## config.mk

```make
export PLATFORM = sky130hd
export DESIGN_NAME = idiv_unit
export DESIGN_NICKNAME = d
export VERILOG_FILES = /design/src/rtl/idiv_pkg.sv /design/src/rtl/idiv_prep.sv /design/src/rtl/idiv_core.sv /design/src/rtl/idiv_post.sv /design/src/rtl/idiv_unit.sv
export SDC_FILE = /design/constraint.sdc
export NUM_CORES = 1
export LEC_CHECK = 0
export BUFFER_PORTS_ARGS = -buffer_cell sky130_fd_sc_hd__buf_2
export CORE_MARGIN = 4
export CORE_UTILIZATION = 35
export DETAILED_ROUTE_END_ITERATION = 8
export HOLD_SLACK_MARGIN = 0.03
export SLEW_MARGIN = 5
export SYNTH_ARGS = -nofsm -noshare
export SYNTH_HDL_FRONTEND = slang
export SYNTH_SLANG_ARGS = --single-unit
```

## constraint.sdc

```tcl
create_clock -name clk -period 4.8 [get_ports clk]
set_input_delay 0.96 -clock clk [delete_from_list [all_inputs] [get_ports clk]]
set_output_delay 0.96 -clock clk [all_outputs]
set_load 0.02 [all_outputs]
```

## src/rtl/idiv_pkg.sv

```systemverilog
package idiv_pkg;
   typedef enum logic [1:0] {
      KIND_DIV = 2'b00,
      KIND_EXT = 2'b01,
      KIND_MOD = 2'b10,
      KIND_ALT = 2'b11
   } div_kind_e;

   typedef enum logic [1:0] {
      ST_IDLE = 2'b00,
      ST_RUN  = 2'b01,
      ST_FIN  = 2'b10
   } div_state_e;
endpackage

```

## src/rtl/idiv_prep.sv

```systemverilog
// Operand conditioning: width selection, magnitudes, early overflow detection
module idiv_prep
   import idiv_pkg::*;
#(
   parameter int N  = 64,
   parameter int CW = $clog2(N + 1)
) (
   input  logic [N-1:0]  a,
   input  logic [N-1:0]  b,
   input  logic [1:0]    kind,
   input  logic          sgn,
   input  logic          word,
   output logic [N-1:0]  dvs_mag,
   output logic [N-1:0]  rem_init,
   output logic [N-1:0]  low_init,
   output logic          neg_q,
   output logic          neg_r,
   output logic          early_ov,
   output logic [CW-1:0] iters
);
   localparam int W = N / 2;
   localparam logic [N-1:0] ONE_N = N'(1);
   localparam logic [CW-1:0] IT_D = CW'(N);
   localparam logic [CW-1:0] IT_W = CW'(W);

   logic [N-1:0] a_k, b_k, a_mag;
   logic         sa, sb, min_a, neg1_b, is_ext;

   always_comb begin
      if (word) begin
         a_k = sgn ? {{W{a[W-1]}}, a[W-1:0]} : {{W{1'b0}}, a[W-1:0]};
         b_k = sgn ? {{W{b[W-1]}}, b[W-1:0]} : {{W{1'b0}}, b[W-1:0]};
         sa = sgn & a[W-1];
         sb = sgn & b[W-1];
         min_a = sgn & (a[W-1:0] == {1'b1, {(W-1){1'b0}}});
         neg1_b = sgn & (&b[W-1:0]);
      end else begin
         a_k = a;
         b_k = b;
         sa = sgn & a[N-1];
         sb = sgn & b[N-1];
         min_a = sgn & (a == {1'b1, {(N-1){1'b0}}});
         neg1_b = sgn & (&b);
      end
      a_mag   = sa ? (~a_k + ONE_N) : a_k;
      dvs_mag = sb ? (~b_k + ONE_N) : b_k;
      is_ext  = (div_kind_e'(kind) == KIND_EXT);
      early_ov = is_ext ? (a_mag >= dvs_mag)
                        : ((dvs_mag == '0) | (min_a & neg1_b));
      rem_init = is_ext ? a_mag : '0;
      low_init = is_ext ? '0 : (word ? (a_mag << W) : a_mag);
      neg_q = sa ^ sb;
      neg_r = sa;
      iters = word ? IT_W : IT_D;
   end
endmodule

```

## src/rtl/idiv_core.sv

```systemverilog
// Restoring radix-2 magnitude divider, one quotient bit per cycle
module idiv_core #(
   parameter int N  = 64,
   parameter int CW = $clog2(N + 1)
) (
   input  logic          clk,
   input  logic          rst_n,
   input  logic          load,
   input  logic [N-1:0]  rem_init,
   input  logic [N-1:0]  low_init,
   input  logic [N-1:0]  dvs_init,
   input  logic [CW-1:0] iters,
   output logic [N-1:0]  quo,
   output logic [N-1:0]  rem,
   output logic          last
);
   localparam logic [CW-1:0] ONE_C = CW'(1);

   logic [N-1:0]  low, dvs;
   logic [CW-1:0] cnt;
   logic [N:0]    sh, sub;
   logic          ge;

   always_comb begin
      sh  = {rem, low[N-1]};
      sub = sh - {1'b0, dvs};
      ge  = (sh >= {1'b0, dvs});
   end

   always_ff @(posedge clk or negedge rst_n) begin
      if (!rst_n) begin
         rem <= '0;
         low <= '0;
         quo <= '0;
         dvs <= '0;
         cnt <= '0;
      end else if (load) begin
         rem <= rem_init;
         low <= low_init;
         quo <= '0;
         dvs <= dvs_init;
         cnt <= iters;
      end else if (cnt != '0) begin
         rem <= ge ? sub[N-1:0] : sh[N-1:0];
         low <= {low[N-2:0], 1'b0};
         quo <= {quo[N-2:0], ge};
         cnt <= cnt - ONE_C;
      end
   end

   assign last = (cnt == ONE_C);

   // Partial remainder always stays below the divisor
   p_rem_below_r1: assert property (@(posedge clk) disable iff (!rst_n)
      (cnt != '0) |-> (rem < dvs));

   // Iteration count never exceeds the operand width
   p_cnt_bound_r7: assert property (@(posedge clk) disable iff (!rst_n)
      (cnt != '0) |=> (cnt < $past(cnt)) || $past(load));
endmodule

```

## src/rtl/idiv_post.sv

```systemverilog
// Sign restoration, result formatting and extended-divide fit check
module idiv_post
   import idiv_pkg::*;
#(
   parameter int N = 64
) (
   input  logic [N-1:0] quo,
   input  logic [N-1:0] rem,
   input  logic [1:0]   kind,
   input  logic         sgn,
   input  logic         word,
   input  logic         neg_q,
   input  logic         neg_r,
   output logic [N-1:0] res,
   output logic         late_ov
);
   localparam int W = N / 2;
   localparam logic [N-1:0] ONE_N = N'(1);

   logic [N-1:0] q_s, r_s;
   logic         q_top, q_rest_zero;

   always_comb begin
      q_s = neg_q ? (~quo + ONE_N) : quo;
      r_s = neg_r ? (~rem + ONE_N) : rem;
      q_top       = word ? quo[W-1] : quo[N-1];
      q_rest_zero = word ? (quo[W-2:0] == '0) : (quo[N-2:0] == '0);
      late_ov = (div_kind_e'(kind) == KIND_EXT) & sgn & q_top
                & ~(neg_q & q_rest_zero);
      if (late_ov)
         res = '0;
      else if (div_kind_e'(kind) == KIND_MOD)
         res = word ? (sgn ? {{W{r_s[W-1]}}, r_s[W-1:0]} : {{W{1'b0}}, r_s[W-1:0]})
                    : r_s;
      else
         res = word ? {{W{1'b0}}, q_s[W-1:0]} : q_s;
   end
endmodule

```

## src/rtl/idiv_unit.sv

```systemverilog
module idiv_unit
   import idiv_pkg::*;
#(
   parameter int XLEN = 64
) (
   input  logic            clk,
   input  logic            rst_n,
   input  logic            start,
   input  logic [1:0]      kind,
   input  logic            sgn,
   input  logic            word,
   input  logic            oe,
   input  logic            rc,
   input  logic            so_in,
   input  logic [XLEN-1:0] opa,
   input  logic [XLEN-1:0] opb,
   output logic            busy,
   output logic            done,
   output logic [XLEN-1:0] result,
   output logic            ov,
   output logic            ov32,
   output logic            so_out,
   output logic            flags_we,
   output logic [3:0]      cr0,
   output logic            cr0_we
);
   localparam int W  = XLEN / 2;
   localparam int CW = $clog2(XLEN + 1);

   generate
      if ((XLEN % 2) != 0 || XLEN < 8) begin : g_bad_xlen
         $error("idiv_unit: XLEN must be even and at least 8");
      end
   endgenerate

   div_state_e      state;
   logic [1:0]      l_kind;
   logic            l_sgn, l_word, l_oe, l_rc, l_so, l_neg_q, l_neg_r;
   logic [XLEN-1:0] dvs_mag, rem_init, low_init, quo, rem, post_res;
   logic            neg_q, neg_r, early_ov, core_last, late_ov;
   logic [CW-1:0]   iters;
   logic            take_early, load, fire;

   idiv_prep #(.N(XLEN), .CW(CW)) u_prep (
      .a(opa), .b(opb), .kind(kind), .sgn(sgn), .word(word),
      .dvs_mag(dvs_mag), .rem_init(rem_init), .low_init(low_init),
      .neg_q(neg_q), .neg_r(neg_r), .early_ov(early_ov), .iters(iters)
   );

   idiv_core #(.N(XLEN), .CW(CW)) u_core (
      .clk(clk), .rst_n(rst_n), .load(load),
      .rem_init(rem_init), .low_init(low_init), .dvs_init(dvs_mag),
      .iters(iters), .quo(quo), .rem(rem), .last(core_last)
   );

   idiv_post #(.N(XLEN)) u_post (
      .quo(quo), .rem(rem), .kind(l_kind), .sgn(l_sgn), .word(l_word),
      .neg_q(l_neg_q), .neg_r(l_neg_r), .res(post_res), .late_ov(late_ov)
   );

   assign take_early = (state == ST_IDLE) & start & early_ov;
   assign load       = (state == ST_IDLE) & start & ~early_ov;
   assign fire       = take_early | (state == ST_FIN);
   assign busy       = (state != ST_IDLE);

   // Completion values, taken from the inputs on the early path
   logic [XLEN-1:0] c_res;
   logic            c_ov, c_mod, c_fwe, c_cwe, c_so;

   always_comb begin
      if (state == ST_FIN) begin
         c_res = post_res;
         c_ov  = late_ov;
         c_mod = (div_kind_e'(l_kind) == KIND_MOD);
         c_fwe = l_oe & ~c_mod;
         c_cwe = l_rc & ~c_mod;
         c_so  = l_so | (c_fwe & c_ov);
      end else begin
         c_res = '0;
         c_ov  = 1'b1;
         c_mod = (div_kind_e'(kind) == KIND_MOD);
         c_fwe = oe & ~c_mod;
         c_cwe = rc & ~c_mod;
         c_so  = so_in | c_fwe;
      end
   end

   always_ff @(posedge clk or negedge rst_n) begin
      if (!rst_n) begin
         state   <= ST_IDLE;
         l_kind  <= 2'b00;
         l_sgn   <= 1'b0;
         l_word  <= 1'b0;
         l_oe    <= 1'b0;
         l_rc    <= 1'b0;
         l_so    <= 1'b0;
         l_neg_q <= 1'b0;
         l_neg_r <= 1'b0;
      end else begin
         case (state)
            ST_IDLE: if (load) begin
               state   <= ST_RUN;
               l_kind  <= kind;
               l_sgn   <= sgn;
               l_word  <= word;
               l_oe    <= oe;
               l_rc    <= rc;
               l_so    <= so_in;
               l_neg_q <= neg_q;
               l_neg_r <= neg_r;
            end
            ST_RUN:  if (core_last) state <= ST_FIN;
            default: state <= ST_IDLE;
         endcase
      end
   end

   always_ff @(posedge clk or negedge rst_n) begin
      if (!rst_n) begin
         done     <= 1'b0;
         result   <= '0;
         ov       <= 1'b0;
         ov32     <= 1'b0;
         so_out   <= 1'b0;
         flags_we <= 1'b0;
         cr0      <= 4'b0000;
         cr0_we   <= 1'b0;
      end else begin
         done <= fire;
         if (fire) begin
            result   <= c_res;
            ov       <= c_ov;
            ov32     <= c_ov;
            so_out   <= c_so;
            flags_we <= c_fwe;
            cr0_we   <= c_cwe;
            cr0      <= {c_res[XLEN-1], ~c_res[XLEN-1] & (c_res != '0),
                         (c_res == '0), c_so};
         end
      end
   end

   // Zero divisor ends at once with overflow and zero result
   p_zero_div_r3: assert property (@(posedge clk) disable iff (!rst_n)
      (!busy && start && (word ? (opb[W-1:0] == '0) : (opb == '0)))
      |=> (done && ov && (result == '0)));

   // Any overflow completion carries a zero result
   p_ovf_zero_r6: assert property (@(posedge clk) disable iff (!rst_n)
      (done && ov) |-> (result == '0));

   // Early overflow completes in the next cycle
   p_early_done_r7: assert property (@(posedge clk) disable iff (!rst_n)
      (take_early) |=> (done && ov));

   // Overflow with flag update forces the summary bit
   p_so_sticky_r8: assert property (@(posedge clk) disable iff (!rst_n)
      (done && flags_we && ov) |-> (so_out && ov32));

   // Condition field summary bit mirrors so_out
   p_cr0_so_r9: assert property (@(posedge clk) disable iff (!rst_n)
      done |-> (cr0[0] == so_out) && $onehot(cr0[3:1]));

   // Done never overlaps busy
   p_done_idle_r10: assert property (@(posedge clk) disable iff (!rst_n)
      done |-> !busy);

   // Result held while an operation is still running
   p_hold_r11: assert property (@(posedge clk) disable iff (!rst_n)
      (busy && !done) |=> (done || $stable(result)));
endmodule

```

# Yosys cells after proc, flatten, opt, wreduce, memory -nomap -nowiden
# Index checks and enable logic that the tools add are counted.
dict set report totals {
  mem_bits_ro 0
  register_bits 347
  ramBits 0
  latchBits 0
  out_inout_bits 75
  n_memories 0
  elab_cells 130
}
dict set report classes {
  n_mul 0
  magnitude_cmp 2
  n_eq_ne 11
  bitwise_logic 36
  addsub 6
  shifts 0
  n_reduce_logical 13
  div 0
  muxes 41
}
# cell count
set op_table {}
lappend op_table {{$mux 64} 24}
lappend op_table {{$add 64x1->64 const B} 4}
lappend op_table {{$not 64->64} 4}
lappend op_table {{$logic_not 64->1} 2}
lappend op_table {{$ge 65x64->1} 1}
lappend op_table {{$eq 64x64->1 const B} 1}
lappend op_table {{$ge 64x64->1} 1}
lappend op_table {{$reduce_and 64->1} 1}
lappend op_table {{$reduce_bool 64->1} 1}
lappend op_table {{$sub 64x64->64} 1}
lappend op_table {{$logic_not 63->1} 1}
lappend op_table {{$eq 32x32->1 const B} 1}
lappend op_table {{$reduce_and 32->1} 1}
lappend op_table {{$logic_not 31->1} 1}
lappend op_table {{$and 1x1->1} 22}
lappend op_table {{$mux 7} 3}
lappend op_table {{$mux 1} 11}
lappend op_table {{$eq 7x1->1 const B} 1}
lappend op_table {{$reduce_bool 7->1} 1}
lappend op_table {{$sub 7x1->7 const B} 1}
lappend op_table {{$eq 2x1->1 const B} 3}
lappend op_table {{$eq 2x2->1 const B} 3}
lappend op_table {{$not 1->1} 5}
lappend op_table {{$mux 2} 2}
lappend op_table {{7 further kinds} 13}

# Depth between registers and ports, before layout
# Gate-level depths: netlist of run 1.
dict set report logic_depth {
  depth_word 12
  ltp_mapped 31
}

# Modules after synthesis
# From an unflattened synthesis of run 1, not the netlist that was laid out.
dict set report hier_totals {
  cells_unflattened 3977
  area_unflattened_um2 30441.7
}
# mod n_inst cells_per_inst area_per_inst_um2
set by_module_without_submodules {}
lappend by_module_without_submodules {idiv_core 1 1853 15791.4}
lappend by_module_without_submodules {idiv_prep 1 1249 7347.0}
lappend by_module_without_submodules {idiv_post 1 644 4100.2}
lappend by_module_without_submodules {idiv_unit 1 231 3203.1}

# Worst setup path after synthesis of run 1
# No wires, ideal clock.
dict set report synth_timing {
  kind {input port to flip-flop}
  startpoint {input word}
  endpoint {register l_kind[0]}
  t_arrival_ns 6.633
  setup_time_ns 0.125
  slack_ns -1.957
  cell_stages 25
  cell_sequence {clkbuf_1 > clkbuf_1 > clkbuf_1 > clkbuf_1 > clkbuf_1 > nor2_1 > or4_1 > or3_1 > o21ai_0 > xor2_1 > nor2_1 > ha_1 > nand4_1 > or2_2 > nor4_1 > o211ai_1 > nor2_1 > inv_1 > o21ai_0 > nand2b_1 > clkbuf_1 > a21boi_4 > buf_6 > buf_6 > mux2_2}
}
dict set report synth_between {
  elab_chain_cells 10
}
# item line_no
set synth_lines {}
lappend synth_lines {{start, declared} idiv_unit.sv:11} ;# input logic word,
lappend synth_lines {{branches (longest 6 deep; another with $add 64x1->64)} n/a}
lappend synth_lines {{$mux 1 *} idiv_prep.sv:48} ;# early_ov = is_ext ? (a_mag >= dvs_mag)
lappend synth_lines {{$not 1->1 *} idiv_unit.sv:62} ;# assign load = (state == ST_IDLE) & start & ~early_ov;
lappend synth_lines {{$and 1x1->1 *} idiv_unit.sv:62}
lappend synth_lines {{$reduce_and 2->1 (no line) *} n/a}
lappend synth_lines {{end signal, assigned} idiv_unit.sv:103} ;# l_kind <= kind;
lappend synth_lines {{end, declared} idiv_unit.sv:37} ;# logic [1:0] l_kind;
# Every way passes the cells marked *.
# A chain may end at the register's enable or synchronous reset.

# Final worst setup path of run 1
dict set report layout_timing {
  startpoint {input opa[24]}
  endpoint {register u_core.cnt[6]}
}
dict set report layout_between {
  elab_chain_cells 10
}
# item line_no
set layout_lines {}
lappend layout_lines {{start, declared} idiv_unit.sv:15} ;# input logic [XLEN-1:0] opa,
lappend layout_lines {{$mux 64} idiv_prep.sv:31} ;# a_k = sgn ? {{W{a[W-1]}}, a[W-1:0]} : {{W{1'b0}}, a[W-1:0]};
lappend layout_lines {{$mux 64} idiv_prep.sv:30} ;# if (word) begin
lappend layout_lines {{$not 64->64} idiv_prep.sv:45} ;# a_mag = sa ? (~a_k + ONE_N) : a_k;
lappend layout_lines {{$add 64x1->64} idiv_prep.sv:45}
lappend layout_lines {{$mux 64} idiv_prep.sv:45}
lappend layout_lines {{$ge 64x64->1} idiv_prep.sv:48}
lappend layout_lines {{$mux 1 *} idiv_prep.sv:48}
lappend layout_lines {{$not 1->1 *} idiv_unit.sv:62}
lappend layout_lines {{$and 1x1->1 *} idiv_unit.sv:62}
lappend layout_lines {{$mux 7 / $reduce_bool 2->1 (equally long branches)} n/a}
lappend layout_lines {{end signal, assigned} idiv_core.sv:42} ;# cnt <= iters;
lappend layout_lines {{end signal, assigned} idiv_core.sv:47} ;# cnt <= cnt - ONE_C;
lappend layout_lines {{end, declared} idiv_core.sv:20} ;# logic [CW-1:0] cnt;
# Mark *: on every way between the ends. The rest lies on a longest branch, timed or not.

==> impl_metrics.yaml, run 1 <==
run_status:
  outcome: "finished, violations left"
  failed_checks: "negative setup slack"
power_and_ir_drop:
  p_sw_mw: 12.8
  ir_worst_vdd_uv: 334
  swShare_pct: 49.2
  intPower_mw: 13.3
  power.total_mw: 26.1
  clkPwrFrac_pct: 12.2
  p_seq_share_pct: 20.8
  leakagePower_nw: 17.8
  powerDensity_mw_per_mm2: 664
  pwr-share-comb_pct: 67.0
sta:
  fin_ws_ps: -789
  min_period_ps: 5590
  max_freq_ghz: 0.179
  finalSetupTns_ps: -215140
  holdWs_ps: 435
  slew_headroom_pct: 35.7
  setup_violations: 344
  worst_pin_slew_ps: 963
  hold_viol: 0
  fin_crit_sh_pct: 116
  clock_skew_ps: 35.1
  grt_setup_unrepaired: "true"
  drv_slew: 0
finish:
  post-route-util_pct: 47.0
  syn2layout_area_growth_pct: 33.2
  fin_nets: 4908
  drive_gt1_share_pct: 26.7
  final_cell_count_no_fill: 5738
route:
  routedWlPerCell_microns: 22.7
  drt_pre_antenna_iters: 6
  drt_iter0_drc: 3188
  wirelength_mm: 130
  dr_total_vias: 32800
  routed_via_density: 5.72
  drc: 0
  antenna_left: 0
yosys:
  netlist_area_sq_mm: 0.0295
  ys_seq_elements: 345
  yosysWarnings: 0
  synth_area_per_cell_sq_um: 7.60
  synthArstFlopShare_pct: 100
  synth_top_flop_cell: "dfrtp_1"
  syn_inst: 3884
  syn_nets: 4159
  ys_types: 100
  synth_edf_count: 0
  seq_area_frac_synth_pct: 29.3
floorplanning:
  rows: 106
  dieArea_sq_mm: 0.0890
  io_pins: 213
  initial_core_util_pct: 35.3
  die_x_microns: 298
  design.core.area_sq_mm: 0.0836
  die_y_microns: 298
clocking:
  cts_tree: "yes"
  clock_path_buffers: 3
  htree_levels: 2
  clockRootBuffer: "clkbuf_16"
  clkSinkCount: 345
  cts_hold_buf: 0
  cts_made_buffers: 39
  clk_pin_slew_ps: 60
  clock_latency_ps: 590
global_routing:
  antenna_found_initial: 0
  first_global_vias: 31000
  globalRouteTotalUtil_pct: 27.7
  grt_max_degree: 122
  overflow: 0
  grt_pass1_wl_mm: 192
worst_setup_path:
  worstSetupStartpointType: "input port"
  worstReg2RegStart: "u_core.rem[47]"
  critPathLaunch: "opa[24]"
  cp_data_required_time_ps: 5240
  path_buf_inv: 7
  crit_path_end_kind: "flip-flop"
  slowest_stage: "or4_4"
  worstPathMaxFanout: 7
  worst-setup-path-type: "in2reg"
  cpPeakStageDelay_ps: 620
  arrival_ps: 6030
  crit_family: "simple AND/OR/NAND/NOR gates"
place:
  io_buffers: 212
  dp_cells: 5620
  gp_congestion: 1.00
  dp_hpwl_mm: 103
worst_hold_path:
  hp-class: "in2async"
flow_run:
  drv_cap: 0
Yosys cell counts, types with 16 or more instances:
library cell | count | area share, %
mux2i_1 | 28 | 0.95
a21oi_1 | 304 | 5.2
buf_2 | 25 | 0.42
a22o_1 | 55 | 1.6
o21ai_0 | 250 | 4.2
a21o_1 | 58 | 1.5
buf_4 | 23 | 0.59
xnor2_1 | 150 | 4.5
nor3_1 | 85 | 1.4
or2_2 | 19 | 0.40
or4_1 | 39 | 0.99
buf_1 | 18 | 0.23
o31ai_1 | 55 | 1.4
nand2b_1 | 26 | 0.55
nor2_1 | 266 | 3.4
o41ai_1 | 43 | 1.3
o211ai_1 | 107 | 2.7
ha_1 | 136 | 5.8
o21ai_1 | 99 | 1.7
xor2_1 | 131 | 3.9
nand4_1 | 65 | 1.4
nor4_1 | 47 | 1.0
nand3_1 | 70 | 1.2
inv_1 | 147 | 1.9
nor2b_1 | 16 | 0.34
clkbuf_1 | 199 | 2.5
dfrtp_1 | 345 | 29
or3_1 | 48 | 1.0
a31oi_1 | 53 | 1.1
nand2_1 | 683 | 8.7
area by class of cell:
class                      count  area [sq um]
fill                        8331         44300
clock inverter                18           250
sequential                   345          8640
inverter                     147           552
timing repair buffer         984          7650
clock buffer                  47          1060
tap                         1080          1350
multi-input combinational   3116         19800
antenna                        1          2.50
flip-flops by register name (all words and copies together) (netlist names), 2 cells and up:
register	cells
u_core.dvs	64
u_core.low	64
result	64
state	2
u_core.quo	64
cr0	3
l_kind	2
u_core.rem	64
u_core.cnt	7
power groups by stage:
stage | logic, mW | clock network [mW] | registers (mW)
2_1_floorplan | 11.1 | 0 | 5.33
3_3_place_gp | 16.5 | 0 | 5.38
3_5_place_dp | 16.5 | 0 | 5.41
4_1_cts | 17.0 | 3.21 | 5.37
5_1_grt | 18.9 | 3.31 | 5.56
6_report | 17.5 | 3.17 | 5.42
logic make-up after synthesis:
group | Yosys count | synth area share (%)
AO/OA/AOI/OAI | 1211 | 26.3
flip-flops | 345 | 29.3
buffers and inverters | 423 | 6.06
XOR/XNOR | 282 | 8.40
AND/OR/NAND/NOR | 1445 | 22.6
adder cells (fa/ha/maj) | 137 | 5.84
multiplexers | 41 | 1.45
layout by cell type (no fill, tap or decap), types with 18 or more instances in the layout:
cell type and n:
dfrtp_1 343, nand2_2 18, or3_1 46, ha_1 134, nor2_1 244, o211ai_1 107
inv_1 145, o21ai_0 198, o41ai_1 42, buf_4 706, xnor2_1 147, buf_2 208
nand3_1 68, xor2_1 130, nand2b_1 25, a21oi_1 295, or4_1 34, buf_12 29
nor3_1 79, a31oi_1 53, o21ai_1 136, nand4_1 65, nor4_1 44, mux2i_1 28
nand2_1 657, a21o_1 58, o31ai_1 53, or2_2 18, clkbuf_16 46, a22o_1 55
worst paths after layout:
path	endpoint	slack, ps	cells past startpoint
worst max-delay path	u_core.cnt[6]	-790	25
worst min-delay path	u_core.quo[9]	440	1
worst max register to register	cr0[2]	250	13
worst min register to register	u_core.dvs[5]	480	2
max in group asynchronous	flags_we	3280	2
min in group clk	u_core.dvs[5]	480	2
what timing repair did:
item	in CTS	in global routing
resized for setup	125	60
pin swaps	25	11
setup endpoints to repair	344	344
cloned	7	8
setup buffers	34	5
metrics by stage:
step                cell area [sq um]  worst slack (ps)
global placement                36700             -1410
global route                    39300              -958
detailed placement              36700             -1530
finish                          39300              -789
floorplan                       29900              -882
CTS                             38900              -693
layer usage:
| metal | routed length [microns] | part of all wire [%] | track usage, % | vias up |
|---|---|---|---|---|
| li1 | - | - | - | 15500 |
| met1 | 54700 | 42 | 36.4 | 15700 |
| met2 | 58100 | 45 | 44.1 | 1411 |
| met3 | 8940 | 6.9 | 3.61 | 270 |
| met4 | 8470 | 6.5 | 15.8 | 0 |
| met5 | 0 | 0 | 0 | - |
No activity file was read; power rests on OpenSTA's default activity.
==> run 2, diff against run 1 <==
--- a/config.mk
+++ b/config.mk
@@ -5,6 +5,7 @@
 export SDC_FILE = /design/constraint.sdc
 export NUM_CORES = 1
 export LEC_CHECK = 0
+export ABC_AREA = 1
 export BUFFER_PORTS_ARGS = -buffer_cell sky130_fd_sc_hd__buf_2
 export CORE_MARGIN = 4
 export CORE_UTILIZATION = 35
@@ -14,3 +15,4 @@
 export SYNTH_ARGS = -nofsm -noshare
 export SYNTH_HDL_FRONTEND = slang
 export SYNTH_SLANG_ARGS = --single-unit
+export TNS_END_PERCENT = 30
==> run 2 against run 1 <==
Compared with the run above:
- the flow now finishes without violations
- sequential power up 4%
- via count rose by 20%
- clock skew down 9.2 ps
- first-iteration DRC count grew 13%
- sequential share of layout area down 2.1 points
- non-clock buffer count decreased by 51
- maximum frequency up 18%
- utilization decreased by 0.48 points
- cell count rose by 32%
- wire length grew 19%
- critical path depth up 5
- sequential cell count stayed put
==> impl_metrics.yaml, run 2 <==
run_status:
  outcome: "finished, final reports clean"
worst_setup_path:
  r2r-end: "cr0[2]"
  worstPathMaxFanout: 7
  crit_path_end_kind: "flip-flop"
  worst-setup-path-type: "in2reg"
  cp_data_required_time_ps: 5340
  ff2ff_path_depth: 21
  cpMostUsedCell: "nand2_1"
  r2r_slack_ps: 440
  worstReg2RegStart: "u_core.rem[0]"
  cpPeakStageDelay_ps: 290
  slowest_stage: "nor4b_4"
  arrival_ps: 5260
  worstSetupStartpointType: "input port"
yosys:
  seq_area_frac_synth_pct: 26.2
  syn_nets: 5817
  synth_area_per_cell_sq_um: 5.96
  yosysWarnings: 0
  synth_common_cells: "nand2_1, inv_1, nor2_1"
  synthArstFlopShare_pct: 100
  yosysMostFrequentCell: "nand2_1"
  synth.area.top_cells: "dfrtp_1, nand2_1, nand3_1, inv_1, nor2_1"
  synth_top_flop_cell: "dfrtp_1"
  yosysTopAreaCell: "dfrtp_1"
  netlist_area_sq_mm: 0.0330
  synth_edf_count: 0
  ys_seq_elements: 345
  yosys.area.top_type_share_pct: 26.2
  syn_inst: 5542
  ys_types: 52
finish:
  final_cell_mix: "nand2_1, inv_1, buf_4"
  syn2layout_area_growth_pct: 31.8
  seq_area_sq_mm: 0.00864
  final_common_cell: "nand2_1"
  nFillCells: 9957
  drive_gt1_share_pct: 19.0
  multi_input_area_sq_mm: 0.0218
  post-route-util_pct: 46.5
  fin_nets: 6571
global_routing:
  overflow: 0
  globalRouteTotalUtil_pct: 29.6
  grt_pass1_wl_mm: 225
  grt_max_degree: 150
  first_global_vias: 36900
  antenna_found_initial: 5
floorplanning:
  die_y_microns: 315
  io_pins: 213
  initial_core_util_pct: 35.3
  dieArea_sq_mm: 0.0993
  design.core.area_sq_mm: 0.0935
  die_x_microns: 315
  rows: 112
place:
  gp_congestion: 1.04
  dpl_worst_slack_ps: -1410
  io_buffers: 212
  dp_hpwl_mm: 123
clocking:
  cts_hold_buf: 0
  cts_made_buffers: 43
  clock_path_buffers: 3
  cts_tree: "yes"
  htree_levels: 2
  clkSinkCount: 345
  clockRootBuffer: "clkbuf_16"
  clk_pin_slew_ps: 60
  clock_latency_ps: 620
route:
  drc: 0
  antenna_left: 0
  drt_pre_antenna_iters: 6
  wl_met2_mm: 69.8
  routed_via_density: 5.22
  routedWlPerCell_microns: 20.5
  wirelength_mm: 155
  wl_met1_mm: 63.6
  dr_wl_met3_mm: 9.85
  top_layer: "met5"
  drt_iter0_drc: 3607
  dr_total_vias: 39600
sta:
  drv_slew: 0
  worst_pin_slew_ps: 1010
  slew_headroom_pct: 32.0
  min_period_ps: 4730
  max_freq_ghz: 0.212
  setup_violations: 0
  hold_viol: 0
  fin_crit_sh_pct: 98.5
  fin_ws_ps: 72.3
  grt_setup_unrepaired: "true"
  clock_skew_ps: 25.9
  holdWs_ps: 410
flow_run:
  drv_cap: 0
power_and_ir_drop:
  ir_worst_vdd_uv: 440
  power.total_mw: 28.1
  leakagePower_nw: 22.4
  powerDensity_mw_per_mm2: 647
worst_hold_path:
  hp-class: "in2async"
run 2: cell families after synthesis:
group                    count (synthesis)  share of synthesized area, %
XOR/XNOR                               190                          5.06
buffers and inverters                  881                          10.5
AO/OA/AOI/OAI                          757                          12.3
flip-flops                             345                          26.2
adder cells (fa/ha/maj)                137                          5.22
AND/OR/NAND/NOR                       3232                          40.8
run 2: worst max-delay path: cells and delay by family:
family	cells	cell delay (ps)
simple gates	21	3140
fa+ha+maj	1	140
buf+inv	7	890
compound gates	1	130
run 2: cell type report:
class | instances | area share [%]
multi-input cells | 4318 | 50.1
flip-flops and latches | 345 | 19.9
repair buffers | 933 | 17.5
inverters | 655 | 5.69
well taps | 1254 | 3.61
clock buffers | 62 | 2.87
clock inverters | 15 | 0.365
diodes | 1 | 0.00575
run 2: how the worst max path moves through the flow:
stage               depth (start not counted)  slack [ps]              to  startpoint
floorplan                                  30         -10      result[27]        word
global placement                           30       -1870  u_core.rem[48]      opa[0]
detailed placement                         28       -1410  u_core.low[19]      opa[9]
CTS                                        26           1   u_core.dvs[9]      opa[3]
global route                               32        -140  u_core.rem[38]        word
finish                                     30          70  u_core.rem[60]     opa[10]
run 2: metal layers:
metal	up-vias	global-route usage [%]
li1	19400	-
met1	18300	37.7
met2	1507	47.7
met3	383	3.60
met4	6	18.1
met5	-	0
run 2: report_power, final:
part	internal (mW)	switching [mW]	leakage (nW)	total, mW
clock	1.92	1.44	0.684	3.36
sequential	4.23	1.38	4.30	5.61
combinational	6.54	12.6	17.4	19.2
run 2: through the flow:
stage	area [sq um]	TNS, ps	instances
floorplan	33000	-349	5542
detailed placement	40100	-445470	7433
finish	43500	0	7583
global route	43500	-20270	7582
global placement	40100	-456300	7431
CTS	41900	0	7527
run 2: timing repair:
item	4_1_cts	5_1_grt
buffers inserted	17	33
pin swaps	17	103
gates resized for setup	46	250
endpoints found under the hold margin	0	0
setup endpoints to repair	344	344
gates cloned	2	23
